<file path="src/rtl/pwt_pkg.sv">
`timescale 1ns/1ps
package pwt_pkg;
    localparam int CNT_W   = 6;
    localparam int N_STAGE = 4;

    typedef logic [CNT_W-1:0] cnt_t;

    // stage order is behaviour: each stage steps on the previous stage's hit
    typedef enum logic [1:0] {
        ST_PRE  = 2'd0,
        ST_DIV  = 2'd1,
        ST_WAKE = 2'd2,
        ST_RST  = 2'd3
    } stage_e;

    typedef struct packed {
        cnt_t prescale;
        cnt_t divide;
        cnt_t wake_len;
        cnt_t reset_len;
    } cfg_t;

    typedef struct packed {
        logic wake;
        logic reset;
    } mode_t;

    typedef struct packed {
        logic wake_ev;
        logic reset_ev;
    } event_t;

    // neither-function encoding is folded into wakeup
    function automatic mode_t resolve_mode(logic wake_en, logic reset_en);
        mode_t m;
        m.wake  = wake_en | ~reset_en;
        m.reset = reset_en;
        return m;
    endfunction

    function automatic cnt_t stage_limit(cfg_t c, stage_e s);
        case (s)
            ST_PRE:  return c.prescale;
            ST_DIV:  return c.divide;
            ST_WAKE: return c.wake_len;
            default: return c.reset_len;
        endcase
    endfunction
endpackage

</file>
<file path="src/rtl/pwt_stage.sv">
`timescale 1ns/1ps
module pwt_stage #(
    parameter int W = 6
) (
    input  logic         clk,
    input  logic         rst,
    input  logic         step,
    input  logic [W-1:0] limit,
    output logic         hit
);
    logic [W-1:0] cnt;

    assign hit = step && (cnt == limit);

    always_ff @(posedge clk) begin
        if (rst)
            cnt <= '0;
        else if (step)
            cnt <= hit ? '0 : W'(cnt + 1'b1);
    end
endmodule

</file>
<file path="src/rtl/pwt_flags.sv">
`timescale 1ns/1ps
module pwt_flags
    import pwt_pkg::*;
(
    input  logic   clk,
    input  logic   rst,
    input  event_t ev,
    input  mode_t  mode,
    input  logic   wake_ack,
    input  logic   reset_ack,
    output logic   wake_flag,
    output logic   reset_flag,
    output logic   irq,
    output logic   reset_req
);
    always_ff @(posedge clk) begin
        if (rst) begin
            wake_flag  <= 1'b0;
            reset_flag <= 1'b0;
            irq        <= 1'b0;
            reset_req  <= 1'b0;
        end else begin
            if (ev.wake_ev)
                wake_flag <= 1'b1;
            else if (wake_ack)
                wake_flag <= 1'b0;

            if (ev.reset_ev)
                reset_flag <= 1'b1;
            else if (reset_ack)
                reset_flag <= 1'b0;

            if (ev.wake_ev && mode.wake)
                irq <= 1'b1;
            else if (wake_ack)
                irq <= 1'b0;

            reset_req <= ev.reset_ev && mode.reset;
        end
    end
endmodule

</file>
<file path="src/rtl/pwt_timer.sv">
`timescale 1ns/1ps
module pwt_timer
    import pwt_pkg::*;
(
    input  logic       clk,
    input  logic       rst,
    input  logic       lf_tick,
    input  logic [5:0] cfg_prescale,
    input  logic [5:0] cfg_divide,
    input  logic [5:0] cfg_wake_len,
    input  logic [5:0] cfg_reset_len,
    input  logic       en_wake,
    input  logic       en_reset,
    input  logic       wake_ack,
    input  logic       reset_ack,
    output logic       wake_flag,
    output logic       reset_flag,
    output logic       irq,
    output logic       reset_req
);
    cfg_t   cfg;
    mode_t  mode;
    event_t ev;
    logic [N_STAGE:0] step;

    assign cfg.prescale  = cfg_prescale;
    assign cfg.divide    = cfg_divide;
    assign cfg.wake_len  = cfg_wake_len;
    assign cfg.reset_len = cfg_reset_len;
    assign mode          = resolve_mode(en_wake, en_reset);
    assign step[0]       = lf_tick;

    for (genvar i = 0; i < N_STAGE; i++) begin : g_stage
        pwt_stage #(.W(CNT_W)) i_stage (
            .clk   (clk),
            .rst   (rst),
            .step  (step[i]),
            .limit (stage_limit(cfg, stage_e'(i))),
            .hit   (step[i+1])
        );
    end

    assign ev.wake_ev  = step[int'(ST_WAKE) + 1];
    assign ev.reset_ev = step[int'(ST_RST) + 1];

    pwt_flags i_flags (
        .clk        (clk),
        .rst        (rst),
        .ev         (ev),
        .mode       (mode),
        .wake_ack   (wake_ack),
        .reset_ack  (reset_ack),
        .wake_flag  (wake_flag),
        .reset_flag (reset_flag),
        .irq        (irq),
        .reset_req  (reset_req)
    );
endmodule

</file>
<file path="config.mk">
export PLATFORM = sky130hd
export DESIGN_NAME = pwt_timer
export DESIGN_NICKNAME = d
export VERILOG_FILES = /design/src/rtl/pwt_pkg.sv /design/src/rtl/pwt_stage.sv /design/src/rtl/pwt_flags.sv /design/src/rtl/pwt_timer.sv
export SDC_FILE = /design/constraint.sdc
export NUM_CORES = 1
export LEC_CHECK = 0
export BUFFER_PORTS_ARGS = -buffer_cell sky130_fd_sc_hd__buf_4
export CAP_MARGIN = 40
export CORE_MARGIN = 2
export CORE_UTILIZATION = 50
export DETAILED_ROUTE_END_ITERATION = 7
export GPL_ROUTABILITY_DRIVEN = 0
export HOLD_SLACK_MARGIN = 0.1
export PLACE_DENSITY_LB_ADDON = 0.2
export SLEW_MARGIN = 20
export SYNTH_ARGS = -nofsm -noshare
export SYNTH_HDL_FRONTEND = slang
export SYNTH_HIERARCHICAL = 1
export SYNTH_SLANG_ARGS = --single-unit
</file>
<file path="constraint.sdc">
create_clock -name clk -period 3.5 [get_ports clk]
set_input_delay 0.525 -clock clk [delete_from_list [all_inputs] [get_ports clk]]
set_output_delay 0.525 -clock clk [all_outputs]
set_load 0.01 [all_outputs]
</file>
==> flow_summary.json, run 1 <==
{
  "ys_seq_elements": 28,
  "dp_hpwl_um": 2250,
  "hold_end": "i_flags/reset_req",
  "routedWlPerCell_um": 12.91,
  "vias": 1239,
  "seq_area_frac_synth": 0.3724,
  "hold_path_depth": 3,
  "yosysTopAreaCell": "dfxtp_1",
  "p_per_area_mw_per_mm2": 319.8,
  "cts_root_buf": "clkbuf_4",
  "violations": "design-rule violations",
  "worst_hold_slack_ns": 0.4277,
  "ys_types": 17,
  "netlist_area_sq_mm": 0.001505,
  "finalMaxSlewViolations": 0,
  "clock_sinks": 28,
  "tightest_slew_ns": 0.3573,
  "drive_above_1_share": 0.2893,
  "worstHoldPathType": "in2reg",
  "cts_tree": "built",
  "slew_headroom": 0.7618,
  "status": "complete, but fails checks",
  "antenna_found_initial": 0,
  "start_util": 0.5366,
  "cts_resized": 0,
  "cts_buffers": 3,
  "critPathKind": "reg2reg",
  "die_w_um": 58.87,
  "syn_inst": 156,
  "fin_util": 0.6682,
  "final.setup.tns_ns": 0,
  "drtAntennaViolNets": 0,
  "grt_max_degree": 33,
  "cts_max_level": 1,
  "reg2reg_depth": 12,
  "rsz0062_at_grt": "no",
  "design_area_sq_mm": 0.001874,
  "nets": 233,
  "placedInstanceArea_sq_mm": 0.001822,
  "synthToLayoutAreaGrowth_pct": 24.52,
  "r2r-end": "g_stage[3].i_stage/cnt[5]",
  "setup_viol": 0,
  "p_total_uw": 599.3,
  "die_area_sq_mm": 0.003465,
  "fill_cells": 231,
  "rows": 19,
  "dr.pass1.iters": 6,
  "io_pins": 35,
  "postSynthAreaPerCell_sq_um": 9.649,
  "wirelength_um": 2943,
  "end_kind": "flop",
  "critPathLaunchType": "flop",
  "hp-start": "en_reset",
  "required_ns": 3.72,
  "min_period_over_period": 0.7490,
  "yosysTopAreaCellShare": 0.3724,
  "synth.area.top_cells": "dfxtp_1 (37%), xnor2_1 (14%), xor2_1 (12%)",
  "n_antenna_cell": 0,
  "postCtsSetupRepairBufs": 0,
  "hold_violations": 0,
  "synth_nets": 191,
  "period_needed_ns": 2.622,
  "gr-total-overflow": 0,
  "setup.worst_path.start": "g_stage[0].i_stage/cnt[4]",
  "yosysWarnings": 6,
  "p_leak_uw": 0.0007339,
  "r2r-start": "g_stage[0].i_stage/cnt[4]",
  "peakVddDrop_uv": 154.3,
  "drc_errors": 3,
  "cts_hold_buf": 0,
  "skew_ns": 0.003474,
  "die_h_um": 58.87,
  "grt_usage": 0.1829,
  "core_sq_mm": 0.002805,
  "grt_pass1_vias": 1211,
  "max_freq_ghz": 0.3815,
  "clk_path_buf_depth": 2,
  "clkSlewWorstSetupHoldPaths_ns": 0.15,
  "drtIter0Drc": 20,
  "cp.arrival_ns": 2.84,
  "viasPerCell": 5.434,
  "critPathMaxFanout": 13,
  "r2r_slack_ns": 0.88,
  "final_cell_mix": "buf_4 (37), dfxtp_1 (28), xnor2_1 (24)",
  "final_common_cell": "buf_4",
  "grt_pass1_wl_um": 5057,
  "drv_cap": 0,
  "portBuffers": 34,
  "worstSkewPairLatency_ns": 0.32
}
## registers in the layout, indices dropped and copies added, names as in the netlist
signal,flops
i_flags/reset_req,1
i_flags/irq,1
g_stage.i_stage/cnt,24
i_flags/wake_flag,1
i_flags/reset_flag,1
## area by class of cell
cell class | instances | area (sq um) | area share
clock inverters | 1 | 30.03 | 0.01602
multi-input cells | 126 | 937.1 | 0.5000
flip-flops and latches | 28 | 560.5 | 0.2991
inverters | 2 | 7.507 | 0.004005
well taps | 31 | 38.79 | 0.02069
repair buffers | 37 | 277.8 | 0.1482
clock buffers | 3 | 22.52 | 0.01202
## critical path, cell delays in order, from the launching register on
cell and delay [ns]:
dfxtp_1 0.42, xnor2_1 0.14, nand3_1 0.16, nor3_4 0.21, nand3_1 0.15, nor3_4 0.22
nand3_1 0.16, nor3_4 0.23, buf_4 0.22, and3_1 0.19, nand4_1 0.14, xor2_1 0.21
nor3_2 0.06
## synthesized netlist by cell type (all sizes together)
cell / n
dfxtp: 28
nor3: 28
xnor2: 24
xor2: 20
nand2: 14
nand3: 8
nand4: 8
and3: 4
ha: 4
nand2b: 4
o31ai: 4
or3b: 4
a21oi: 3
inv: 2
nor2: 1
## worst max-delay path by stage
stage	depth (start not counted)	end	slack, ns
after detailed placement	13	g_stage[3].i_stage/cnt[5]	0.62
final	12	g_stage[3].i_stage/cnt[5]	0.88
after CTS	12	g_stage[3].i_stage/cnt[5]	0.86
after floorplan	11	i_flags/reset_flag	0.26
after global placement	13	g_stage[3].i_stage/cnt[5]	0.78
after global routing	12	g_stage[3].i_stage/cnt[5]	0.64
## metal layers
| metal | global-route usage | vias to the layer above | wire [um] |
|---|---|---|---|
| met1 | 0.2259 | 586 | 1241 |
| met2 | 0.3381 | 25 | 1556 |
| met4 | 0.03896 | 0 | 21 |
| li1 | - | 626 | - |
| met5 | 0 | - | 0 |
| met3 | 0.02198 | 2 | 124 |
## cells by family after synthesis
kind of cell	after synthesis	synth area share
compound gates	7	0.04322
buf+inv	2	0.004989
flops	28	0.3724
simple gates	71	0.2901
xor+xnor	44	0.2560
fa+ha+maj	4	0.03325
## per-stage QoR
stage	worst slack, ns	instances
final	0.8784	228
after global routing	0.6414	228
after CTS	0.8649	228
after detailed placement	0.6224	224
after global placement	0.7770	224
after floorplan	0.2602	156
## power breakdown
group	switching [uW]	total, uW	internal, uW
combinational	27.5	64.5	37.0
sequential	3.93	325	322
clock	93.7	209	116
total	125	599	474
No activity file was read; power rests on OpenSTA's default activity.
==> inputs of run 2 (changes only) <==
- CORE_UTILIZATION: 50 -> 48
- clock period: 3.5 -> 2.1 ns (I/O delays scaled with it)
==> run 2 against run 1 <==
The flow finishes with violations (negative setup slack); global-route usage up 1.1 points; critical path type unchanged; register-to-register slack got worse by 0.96 ns; count of clock-buffer cells in the layout grew 1; die area grew 3.9%; utilization increased by 2.0 points; hold slack got worse by 0.21 ns; via count up 4.7%; non-clock buffer count up 17; total power grew 54%; sequential share of layout area shrank 2.7 points; highest routed layer unchanged; cell area increased by 11%; combinational power grew 94%; critical endpoint is now g_stage[3].i_stage/cnt[4]; largest cell class unchanged.
==> flow_summary.json, run 2 (synthesized netlist as in run 1, its figures left out) <==
{
  "status": "complete, but fails checks",
  "violations": "negative setup slack",
  "drv_cap": 0,
  "rows": 20,
  "peakVddDrop_uv": 319.4,
  "clk_path_buf_depth": 2,
  "slowest_stage": "dfxtp_2",
  "drc_errors": 0,
  "setup_viol": 6,
  "worstHoldPathType": "in2reg",
  "gr-total-overflow": 0,
  "hold_violations": 0,
  "grt_usage": 0.1942,
  "cts_max_level": 1,
  "die_w_um": 60,
  "core_sq_mm": 0.003028,
  "dr.pass1.iters": 4,
  "portBuffers": 34,
  "viasPerCell": 5.027,
  "critPathMaxFanout": 5,
  "final_common_cell": "buf_4",
  "critPathKind": "reg2reg",
  "cpLargestDelayFamily": "simple AND/OR/NAND/NOR gates",
  "routedWlPerCell_um": 12.59,
  "wirelength_um": 3249,
  "finalMaxSlewViolations": 0,
  "max_stage_delay_ns": 0.36,
  "placed_cells": 247,
  "cts_buffers": 3,
  "min_period_over_period": 1.039,
  "die_area_sq_mm": 0.003600,
  "io_pins": 35,
  "final_cells": 258,
  "largest_register_ff_count": 24,
  "antenna_found_initial": 0,
  "top_register": "g_stage.i_stage/cnt",
  "p_leak_uw": 0.0008306,
  "critPathLaunchType": "flop",
  "p_per_area_mw_per_mm2": 441.8,
  "synthToLayoutAreaGrowth_pct": 38.40,
  "max_freq_ghz": 0.4582,
  "critPathBufInv": 1,
  "crit_chain": "xnor2_2, nand3_2, nor3_4, nand3_2, nor3_4, nand3_2, nor3_4, nand3_2, nor3_4, buf_6, nor3_1",
  "period_needed_ns": 2.183,
  "drtAntennaViolNets": 0,
  "skew_ns": 0.002682,
  "nets": 250,
  "grt_max_degree": 33,
  "vias": 1297,
  "grt_pass1_vias": 1300,
  "setup_ws_ns": -0.08267,
  "clkSlewWorstSetupHoldPaths_ns": 0.14,
  "p_total_uw": 920.3,
  "slew_headroom": 0.7504,
  "final_cell_mix": "buf_4 (51), dfxtp_1 (23), xnor2_1 (21)",
  "tightest_slew_ns": 0.3744,
  "drive_above_1_share": 0.4159,
  "dp_hpwl_um": 2428,
  "die_h_um": 60,
  "worst_hold_slack_ns": 0.2186,
  "fill_cells": 257,
  "rsz0062_at_grt": "yes",
  "cts_root_buf": "clkbuf_4",
  "start_util": 0.4971,
  "drtIter0Drc": 42,
  "cp.arrival_ns": 2.39,
  "cts_tree": "built",
  "clock_sinks": 28,
  "worstSkewPairLatency_ns": 0.32,
  "required_ns": 2.31,
  "end_kind": "flop",
  "grt_pass1_wl_um": 5368,
  "n_antenna_cell": 0
}
run 2: cell count changes in the layout (fill, tap and decap cells not counted), sizes merged:
cell	previous run	this run
clkbuf	3	4
bufinv	1	0
buf	37	54
run 2: through the flow:
stage | worst slack, ns | setup TNS (ns) | utilization | area [sq um]
after global routing | -0.2247 | -1.673 | 0.6880 | 2083
after global placement | -0.1302 | -0.7454 | 0.6397 | 1937
after floorplan | -0.6136 | -5.507 | - | 1529
after detailed placement | -0.2067 | -1.314 | 0.6397 | 1937
after CTS | -0.09311 | -0.5052 | 0.6764 | 2048
final | -0.08267 | -0.3407 | 0.6880 | 2083
run 2: report_power, final:
group	internal (uW)	total [uW]	leakage [uW]	switching (uW)
logic	70.3	125	0.000581	55.2
clock network	106	256	0.0000210	150
registers	536	539	0.000228	2.92
total	712	920	0.000831	208
run 2: per-layer routing:
| layer | vias up | track usage | part of all wire |
|---|---|---|---|
| li1 | 660 | - | - |
| met1 | 596 | 0.2319 | 0.42 |
| met2 | 37 | 0.3447 | 0.51 |
| met3 | 4 | 0.02381 | 0.051 |
| met4 | 0 | 0.08571 | 0.012 |
| met5 | - | 0 | 0 |
run 2: worst min-delay path, delay by kind of cell:
family | cells | cell delay (ns)
buffers and inverters | 1 | 0.09
AND/OR/NAND/NOR | 2 | 0.11
run 2: path summary, 6_finish.rpt:
kind,startpoint,end,slack [ns],cells past startpoint
setup reg to reg,g_stage[0].i_stage/cnt[3],g_stage[3].i_stage/cnt[4],-0.08,11
hold reg to reg,i_flags/reset_flag,i_flags/reset_flag,0.49,2
setup / recovery,g_stage[0].i_stage/cnt[3],g_stage[3].i_stage/cnt[4],-0.08,11
hold / removal,en_reset,i_flags/reset_req,0.22,3
run 2: timing repair:
item                                    4_1_cts  5_1_grt
pin swaps                                     3        5
setup buffers                                 6        3
hold buffers                                  0        0
endpoints found under the setup margin        8       15
gates resized for setup                       7        5
run 2: cell type report:
| cell class | instances | area (sq um) | share of cell area |
|---|---|---|---|
| Clock buffer | 4 | 36.28 | 0.01742 |
| Sequential cell | 28 | 566.8 | 0.2721 |
| Inverter | 2 | 7.507 | 0.003604 |
| Tap cell | 44 | 55.05 | 0.02643 |
| Timing Repair Buffer | 54 | 416.7 | 0.2000 |
| Multi-Input combinational cell | 126 | 1001 | 0.4805 |
==> inputs of run 3 (changes only) <==
- BUFFER_PORTS_ARGS: -buffer_cell sky130_fd_sc_hd__buf_4 -> not set
- CORE_UTILIZATION: 48 -> 50
- DONT_BUFFER_PORTS: not set -> 1
- clock period: 2.1 -> 2.6 ns (I/O delays scaled with it)
==> run 3 against run 2 <==
The flow finishes with violations (design-rule violations); first-iteration DRC count increased by 14%; total power is 23% lower; utilization down 7.8 points; via count shrank 14%; flip-flop and latch count unchanged; register-to-register slack better by 0.46 ns; combinational power is 54% lower; sequential share of layout area rose by 5.8 points; die area shrank 3.7%; cell count down 23%; critical path type unchanged; critical endpoint is now g_stage[3].i_stage/cnt[5].
==> flow_summary.json, run 3 (synthesized netlist as in run 1, its figures left out) <==
{
  "routedWlPerCell_um": 14.74,
  "cts_tree": "built",
  "final_cells": 198,
  "n_antenna_cell": 0,
  "hold_violations": 0,
  "die_w_um": 58.87,
  "die_area_sq_mm": 0.003465,
  "r2r-end": "g_stage[3].i_stage/cnt[5]",
  "r2r-start": "g_stage[0].i_stage/cnt[2]",
  "p_per_area_mw_per_mm2": 413.5,
  "clkSlewWorstSetupHoldPaths_ns": 0.15,
  "placed_cells": 190,
  "drc_errors": 2,
  "slew_headroom": 0.4438,
  "die_h_um": 58.87,
  "clock_sinks": 28,
  "start_util": 0.5366,
  "wirelength_um": 2918,
  "peakVddDrop_uv": 310.3,
  "worstSkewPairLatency_ns": 0.32,
  "drtIter0Drc": 48,
  "violations": "design-rule violations",
  "p_total_uw": 707.8,
  "skew_ns": 0.01081,
  "hold_path_depth": 1,
  "hold_end": "g_stage[1].i_stage/cnt[1]",
  "viasPerCell": 5.657,
  "postCtsSetupRepairBufs": 0,
  "grt_pass1_wl_um": 4623,
  "worst_hold_slack_ns": 0.1478,
  "dp_hpwl_um": 2073,
  "io_pins": 35,
  "drive_above_1_share": 0.1976,
  "rows": 19,
  "min_period_over_period": 0.8537,
  "fill_cells": 251,
  "cts_max_level": 1,
  "hp-start": "rst",
  "synthToLayoutAreaGrowth_pct": 13.72,
  "nets": 203,
  "dr.pass1.iters": 6,
  "max_freq_ghz": 0.4505,
  "clk_path_buf_depth": 2,
  "p_leak_uw": 0.0005955,
  "worstHoldPathType": "in2reg",
  "max_stage_delay_ns": 0.44,
  "drtAntennaViolNets": 0,
  "grt_max_degree": 29,
  "drv_cap": 0,
  "setup_viol": 0,
  "r2r_slack_ns": 0.38,
  "largest_register_ff_count": 24,
  "period_needed_ns": 2.220,
  "cts_root_buf": "clkbuf_4",
  "tightest_slew_ns": 0.8316,
  "status": "complete, but fails checks",
  "cpLargestDelayFamily": "simple AND/OR/NAND/NOR gates",
  "core_sq_mm": 0.002805,
  "gr-total-overflow": 0,
  "critPathBufInv": 0,
  "grt_usage": 0.1736,
  "end_kind": "flop",
  "top_register": "g_stage.i_stage/cnt",
  "final_cell_mix": "dfxtp_1 (25), xnor2_1 (21), xor2_1 (20), nor3_1 (20), nand2_1 (14)",
  "portBuffers": 0,
  "crit_chain": "xnor2_4, nand3_2, nor3_4, nand3_2, nor3_4, nand3_2, nor3_4, and3_1, nand4_1, xor2_1, nor3_2",
  "cp.arrival_ns": 2.45,
  "rsz0062_at_grt": "no",
  "final_common_cell": "dfxtp_1",
  "required_ns": 2.83,
  "critPathMaxFanout": 5,
  "finalMaxSlewViolations": 0,
  "slowest_stage": "dfxtp_2",
  "reg2reg_depth": 11,
  "critPathLaunchType": "flop",
  "critPathKind": "reg2reg",
  "antenna_found_initial": 0,
  "cts_buffers": 3,
  "vias": 1120,
  "grt_pass1_vias": 1043
}
[run 3: cell count changes in the layout (fill, tap and decap cells not counted), sizes merged]
cell / delta
dlygate4sd3: +4
buf: -51
[run 3: how the worst max path moves through the flow]
stage                         startpoint                         to  slack, ns  cells after the start
6_report       g_stage[0].i_stage/cnt[2]  g_stage[3].i_stage/cnt[5]       0.38                     11
3_3_place_gp   g_stage[0].i_stage/cnt[2]  g_stage[3].i_stage/cnt[5]       0.43                     11
4_1_cts        g_stage[0].i_stage/cnt[2]  g_stage[3].i_stage/cnt[5]       0.36                     11
5_1_grt        g_stage[0].i_stage/cnt[2]          i_flags/reset_req       0.18                     11
3_5_place_dp   g_stage[0].i_stage/cnt[2]  g_stage[3].i_stage/cnt[5]       0.39                     11
2_1_floorplan            cfg_prescale[5]  g_stage[3].i_stage/cnt[5]      -0.13                     11
[run 3: what timing repair did]
| action | 4_1_cts | 5_1_grt |
|---|---|---|
| endpoints found under the hold margin | 5 | 19 |
| resized for setup | 0 | 0 |
| hold buffers | 1 | 3 |
[run 3: per-layer routing]
| metal | wire length [um] | track usage | share of wire | vias to the layer above |
|---|---|---|---|---|
| met5 | 0 | 0 | 0 | - |
| met4 | 17 | 0.06818 | 0.0058 | 0 |
| met3 | 151 | 0.04176 | 0.052 | 2 |
| met2 | 1467 | 0.2984 | 0.50 | 22 |
| met1 | 1281 | 0.2077 | 0.44 | 530 |
| li1 | - | - | - | 566 |
[run 3: through the flow]
stage / worst slack (ns) / area, sq um / setup TNS, ns / util
2_1_floorplan: -0.1305 / 1574 / -0.5187 / -
3_3_place_gp: 0.4267 / 1635 / 0 / 0.5830
3_5_place_dp: 0.3915 / 1635 / 0 / 0.5830
4_1_cts: 0.3599 / 1682 / 0 / 0.5995
5_1_grt: 0.1822 / 1712 / 0 / 0.6102
6_report: 0.3803 / 1712 / 0 / 0.6102
[run 3: final cells by class]
cell class | instances | area, sq um | share of cell area
Clock buffer | 4 | 36.28 | 0.02120
Timing Repair Buffer | 7 | 62.56 | 0.03655
Tap cell | 31 | 38.79 | 0.02266
Sequential cell | 28 | 564.3 | 0.3297
Inverter | 2 | 7.507 | 0.004386
Multi-Input combinational cell | 126 | 1002 | 0.5855
[run 3: power breakdown]
group,internal (uW),switching (uW),total (uW)
registers,433,5.93,439
logic,31.2,26.9,58.1
clock network,85.6,125,211
total,550,158,708
